$ cat src/rtl/bsr_pkg.sv
package bsr_pkg;
  localparam int CW = 8;          // character width
  localparam int RW = 16;         // CRC width
  localparam logic [RW-1:0] CRC_POLY = 16'h8005;

  typedef logic [CW-1:0] char_t;
  typedef logic [RW-1:0] crc_t;

  // One character into the CRC, MSB first, no reflection, no final xor.
  function automatic crc_t crc_step(input crc_t c, input char_t d, input crc_t poly);
    crc_t r;
    r = c ^ {d, {(RW-CW){1'b0}}};
    for (int i = 0; i < CW; i++) begin
      if (r[RW-1]) r = {r[RW-2:0], 1'b0} ^ poly;
      else         r = {r[RW-2:0], 1'b0};
    end
    return r;
  endfunction
endpackage

$ cat src/rtl/bsr_hunt.sv
module bsr_hunt
  import bsr_pkg::*;
#(
  parameter int SYNC_W = 2*CW
) (
  input  logic              clk,
  input  logic              rst_n,
  input  logic              rx_en,
  input  logic              cmd_hunt,
  input  logic              bit_vld,
  input  logic              bit_in,
  input  logic [SYNC_W-1:0] pattern,
  output logic              hunting,
  output logic              sync_hit
);
  localparam int CNT_W = $clog2(SYNC_W+1);

  logic [SYNC_W-1:0] win;
  logic [SYNC_W-1:0] win_nxt;
  logic [CNT_W-1:0]  seen;
  logic              win_full;

  assign win_nxt  = {win[SYNC_W-2:0], bit_in};
  assign win_full = (seen >= CNT_W'(SYNC_W-1));
  assign sync_hit = rx_en && !cmd_hunt && hunting && bit_vld && win_full &&
                    (win_nxt == pattern);

  always_ff @(posedge clk or negedge rst_n) begin
    if (!rst_n) begin
      hunting <= 1'b1;
      win     <= '0;
      seen    <= '0;
    end else if (!rx_en || cmd_hunt) begin
      hunting <= 1'b1;
      win     <= '0;
      seen    <= '0;
    end else if (hunting && bit_vld) begin
      win <= win_nxt;
      if (seen != CNT_W'(SYNC_W)) seen <= seen + 1'b1;
      if (sync_hit) hunting <= 1'b0;
    end
  end
endmodule

$ cat src/rtl/bsr_deser.sv
module bsr_deser
  import bsr_pkg::*;
#(
  parameter int CHAR_W = CW
) (
  input  logic              clk,
  input  logic              rst_n,
  input  logic              active,
  input  logic              bit_vld,
  input  logic              bit_in,
  output logic              char_done,
  output logic [CHAR_W-1:0] char_val
);
  localparam int BC_W = $clog2(CHAR_W);

  logic [BC_W-1:0]   pos;
  logic [CHAR_W-1:0] sh;

  assign char_done = active && bit_vld && (pos == BC_W'(CHAR_W-1));
  assign char_val  = {sh[CHAR_W-2:0], bit_in};

  always_ff @(posedge clk or negedge rst_n) begin
    if (!rst_n) begin
      pos <= '0;
      sh  <= '0;
    end else if (!active) begin
      pos <= '0;
    end else if (bit_vld) begin
      sh  <= char_val;
      pos <= char_done ? '0 : pos + 1'b1;
    end
  end
endmodule

$ cat src/rtl/bsr_crc_chk.sv
module bsr_crc_chk
  import bsr_pkg::*;
#(
  parameter int   ERR_DLY = 2,
  parameter crc_t POLY    = CRC_POLY
) (
  input  logic  clk,
  input  logic  rst_n,
  input  logic  clr,
  input  logic  char_done,
  input  char_t char_val,
  output logic  crc_bad
);
  crc_t               acc;
  crc_t               acc_nxt;
  logic [ERR_DLY-1:0] zq;

  assign acc_nxt = crc_step(acc, char_val, POLY);

  always_ff @(posedge clk or negedge rst_n) begin
    if (!rst_n) begin
      acc     <= '0;
      zq      <= '0;
      crc_bad <= 1'b0;
    end else if (clr) begin
      acc <= '0;
      zq  <= '0;
    end else if (char_done) begin
      acc     <= acc_nxt;
      zq[0]   <= |acc_nxt;
      for (int i = 1; i < ERR_DLY; i++) zq[i] <= zq[i-1];
      crc_bad <= zq[ERR_DLY-1];
    end
  end
endmodule

$ cat src/rtl/bsync_rx.sv
module bsync_rx
  import bsr_pkg::*;
#(
  parameter int CHAR_W  = CW,
  parameter int ERR_DLY = 2
) (
  input  logic              clk,
  input  logic              rst_n,
  input  logic              rx_en,
  input  logic              bit_vld,
  input  logic              bit_in,
  input  logic [CHAR_W-1:0] sync_hi,
  input  logic [CHAR_W-1:0] sync_lo,
  input  logic              cmd_hunt,
  input  logic              cmd_err_clr,
  input  logic              rd_strobe,
  output logic [CHAR_W-1:0] rx_data,
  output logic              rx_avail,
  output logic              first_char,
  output logic              overrun,
  output logic              hunt_st,
  output logic              crc_err
);
  localparam int SYNC_W = 2*CHAR_W;

  // named internal events
  logic              hunting;
  logic              sync_hit;
  logic              active;
  logic              char_done;
  logic [CHAR_W-1:0] char_val;
  logic              first_pend;

  assign active  = rx_en && !cmd_hunt && !hunting;
  assign hunt_st = hunting;

  bsr_hunt #(.SYNC_W(SYNC_W)) u_hunt (
    .clk(clk), .rst_n(rst_n), .rx_en(rx_en), .cmd_hunt(cmd_hunt),
    .bit_vld(bit_vld), .bit_in(bit_in), .pattern({sync_hi, sync_lo}),
    .hunting(hunting), .sync_hit(sync_hit)
  );

  bsr_deser #(.CHAR_W(CHAR_W)) u_deser (
    .clk(clk), .rst_n(rst_n), .active(active), .bit_vld(bit_vld),
    .bit_in(bit_in), .char_done(char_done), .char_val(char_val)
  );

  bsr_crc_chk #(.ERR_DLY(ERR_DLY)) u_crc (
    .clk(clk), .rst_n(rst_n), .clr(sync_hit), .char_done(char_done),
    .char_val(char_val), .crc_bad(crc_err)
  );

  always_ff @(posedge clk or negedge rst_n) begin
    if (!rst_n) begin
      rx_data    <= '0;
      rx_avail   <= 1'b0;
      first_char <= 1'b0;
      first_pend <= 1'b0;
      overrun    <= 1'b0;
    end else begin
      first_char <= char_done && first_pend;
      if (sync_hit)                  first_pend <= 1'b1;
      else if (char_done || !active) first_pend <= 1'b0;

      if (char_done)      rx_data <= char_val;
      if (char_done)      rx_avail <= 1'b1;
      else if (rd_strobe) rx_avail <= 1'b0;

      if (char_done && rx_avail && !rd_strobe) overrun <= 1'b1;
      else if (cmd_err_clr)                    overrun <= 1'b0;
    end
  end
endmodule

$ cat config.mk
export PLATFORM = sky130hd
export DESIGN_NAME = bsync_rx
export DESIGN_NICKNAME = d
export VERILOG_FILES = /design/src/rtl/bsr_pkg.sv /design/src/rtl/bsr_hunt.sv /design/src/rtl/bsr_deser.sv /design/src/rtl/bsr_crc_chk.sv /design/src/rtl/bsync_rx.sv
export SDC_FILE = /design/constraint.sdc
export NUM_CORES = 1
export LEC_CHECK = 0
export ABC_AREA = 1
export BUFFER_PORTS_ARGS = -buffer_cell sky130_fd_sc_hd__buf_2
export CORE_MARGIN = 2
export CORE_UTILIZATION = 28
export DETAILED_ROUTE_END_ITERATION = 8
export PLACE_DENSITY_LB_ADDON = 0.2
export SLEW_MARGIN = 25
export SYNTH_ARGS = -nofsm -noshare
export SYNTH_HDL_FRONTEND = slang
export SYNTH_HIERARCHICAL = 1
export SYNTH_SLANG_ARGS = --single-unit
$ cat constraint.sdc
create_clock -name clk -period 6.2 [get_ports clk]
set_clock_uncertainty 0.15 [all_clocks]
set_input_delay 0.93 -clock clk [delete_from_list [all_inputs] [get_ports clk]]
set_output_delay 0.93 -clock clk [all_outputs]
set_load 0.02 [all_outputs]
==> impl_metrics.py <==
metrics = {
    "status": {
        "status": "finished clean",
    },
    "synth": {
        "synth.mux.area_fraction_pct": 0,
        "async_reset_ff_share_pct": 100,
        "synth_cell_types": 34,
        "synth_compound_area_share_pct": 7.71,
        "synth-simple-area-share_pct": 32.0,
        "yosys.area_share.xor_xnor_pct": 2.79,
        "yosysTopAreaCell": "dfrtp_1",
        "syn_inst": 434,
        "synth_seq_area_share_pct": 45.5,
        "synth_edf_count": 0,
        "synth.net_count": 463,
        "synthFlopType": "dfrtp_1",
        "syn-cell-area_sq_mm": 0.00341,
        "avgSynthCellArea_sq_um": 7.86,
        "synth_top_family_by_area": "simple AND/OR/NAND/NOR gates",
        "synth_area_leaders": "dfrtp_1 (45%), nand2_1 (16%), inv_1 (7.5%), o22ai_1 (4.0%), nand3_1 (4.0%)",
        "synth_fa_ha_area_share_pct": 1.83,
        "synth_top_area_share_pct": 44.8,
        "synth_warnings": 6,
        "ys_seq_elements": 62,
    },
    "grt": {
        "grt_pass1_wl_mm": 12.7,
        "grt_usage_pct": 12.4,
        "grt_pass1_vias": 2661,
        "gr-total-overflow": 0,
        "grt_max_degree": 63,
        "antenna_found_initial": 0,
    },
    "routing": {
        "vias": 2783,
        "wl_mm": 7.50,
        "drt_iter0_drc": 202,
        "viasPerCell": 4.42,
        "wire_per_inst_microns": 11.9,
        "ant_nets": 0,
        "drc_errors": 0,
        "dr.pass1.iters": 4,
    },
    "timing": {
        "max_slew_margin_pct": 46.2,
        "fin_setup_tns_ps": 0,
        "clock.fmax_ghz": 0.311,
        "hold_viol": 0,
        "setup_viol": 0,
        "worstMarginPinSlew_ps": 807,
        "min_period_ps": 3220,
        "grt_setup_unrepaired": "no",
        "slew_viol_final": 0,
        "fin_crit_sh_pct": 51.9,
    },
    "floorplanning": {
        "initial_core_util_pct": 28.5,
        "die_area_sq_mm": 0.0131,
        "die_w_microns": 114,
        "rows": 40,
        "core_area_sq_mm": 0.0120,
        "num_io_pins": 37,
        "die_h_microns": 114,
    },
    "job": {
        "maxCapViolations": 0,
    },
    "clocking": {
        "post-cts-setup-buffer-count": 0,
        "clock_latency_ps": 330,
        "ctsHoldBuffers": 0,
        "cts_buffers": 9,
        "cts_num_sinks": 62,
        "cts_buffer_depth": 2,
        "post_cts_resized": 0,
        "cts_tree": "yes",
        "root_buffer": "clkbuf_16",
        "cts-htree-levels": 3,
        "cts.clk_slew.worst_paths_ps": 60,
    },
    "layout": {
        "seq_area_sq_mm": 0.00155,
        "n_fill_cell": 1263,
        "final_common_cell": "nand2_1",
        "antenna_cells": 0,
        "utilization_pct": 33.6,
        "layout-drive-gt1-share_pct": 20.3,
        "multi_input_area_sq_mm": 0.00152,
        "nets": 506,
        "layout_common_cells": "nand2_1 (145), inv_1 (68), dfrtp_1 (61), buf_2 (36), nand3_1 (27)",
        "areaGrowthSynthToFinish_pct": 17.7,
    },
    "worst_setup_path": {
        "end_kind": "flop",
        "cp.required_ps": 6240,
        "slowest_delay_ps": 540,
        "cp_cell_sequence": "buf_2 > inv_1 > nor3_1 > nand2_4 > nor2_2 > inv_1 > nor2_1 > inv_1 > nand2_1 > o21ai_0",
        "arrival_ps": 3260,
        "crit_top_cell": "inv_1",
        "path_delay_family": "simple AND/OR/NAND/NOR gates",
        "start_kind": "input port",
        "crit_type": "input port to flop",
        "critPathBufInv": 4,
        "cp_max_fo": 14,
        "cp_slowest_cell": "nor2_2",
    },
    "placement": {
        "gp_congestion": 0.783,
        "hpwlAfterDp_mm": 5.61,
        "io_buffer_count": 36,
    },
    "worst_hold_path": {
        "hold_path_class": "flop to flop",
    },
    "power_and_ir_drop": {
        "ir_drop_mv": 0.112,
        "p_per_area_mw_per_mm2": 241,
        "p_leak_nw": 2.16,
    },
}
==> per-stage QoR <==
stage | setup slack, ps | hold WS [ps] | std cells | power, mW | cell area [sq um]
after CTS | 2670 | 319 | 629 | 0.983 | 4010
final | 2980 | 312 | 629 | 0.967 | 4010
after floorplan | 3390 | 283 | 434 | 0.482 | 3410
after detailed placement | 2330 | 304 | 613 | 0.515 | 3740
after global routing | 2560 | 334 | 629 | 1.01 | 4010
after global placement | 2420 | 299 | 613 | 0.515 | 3740
==> tightest hold or removal path, stage by stage (launching register included) <==
cell	delay (ps)
dfrtp_1	340
nand2_1	50
nand2_1	40
==> final cells by class <==
class | count | share of cell area, %
clock buffer | 9 | 5.61
timing repair buffer | 37 | 4.68
inverter | 79 | 7.45
multi-input combinational | 288 | 37.7
sequential | 62 | 38.7
clock inverter | 7 | 1.25
tap | 147 | 4.58
==> cells in the mapped netlist, types with 3 or more instances <==
| master | number |
|---|---|
| a21oi_1 | 3 |
| buf_6 | 3 |
| nand2_2 | 10 |
| nand2_1 | 145 |
| xor2_1 | 5 |
| xnor2_1 | 4 |
| o22ai_1 | 22 |
| nand3_2 | 8 |
| inv_2 | 8 |
| nand3_1 | 27 |
| o21ai_0 | 11 |
| nor2_1 | 22 |
| dfrtp_1 | 61 |
| ha_1 | 5 |
| nand4_1 | 4 |
| inv_1 | 68 |
| nand2_4 | 8 |
==> report_power, final <==
group | switching [mW] | internal (mW)
Clock | 0.189 | 0.271
Combinational | 0.0621 | 0.0304
Sequential | 0.00403 | 0.411
Total | 0.256 | 0.712
==> flip-flops by register name (all words and copies together), names as in the netlist, 2 cells and up <==
name         flops
u_crc/acc       16
u_hunt/seen      5
rx_data          8
u_deser/pos      3
u_crc/zq         2
u_hunt/win      15
u_deser/sh       7
==> logic make-up (layout without fill, tap and decap cells) <==
kind of cell,Yosys count,after routing
and+or+nand+nor,231,231
buffers and inverters,84,132
DFF,62,62
adders and majority gates,5,5
xor gates and xnor gates,10,10
AOI/OAI and AO/OA,42,42
==> routing by layer <==
layer,part of all wire (%),up-vias,global-route usage (%)
li1,-,1439,-
met5,0,-,0
met1,49,1309,15.9
met4,0.79,0,4.15
met2,47,30,20.3
met3,3.6,5,3.34
==> final timing paths <==
kind	start	to	slack, ps	cells after the start
worst max-delay path	rx_en	u_crc/crc_bad	2980	10
worst max register to register	u_hunt/seen[0]	u_crc/zq[0]	3240	14
max in group asynchronous	rst_n	first_char	4740	2
worst min register to register	rx_data[1]	rx_data[1]	310	2
min in group asynchronous	rst_n	u_hunt/win[5]	610	2
worst min-delay path	rx_data[1]	rx_data[1]	310	2
(Power assumes the default switching activity.)
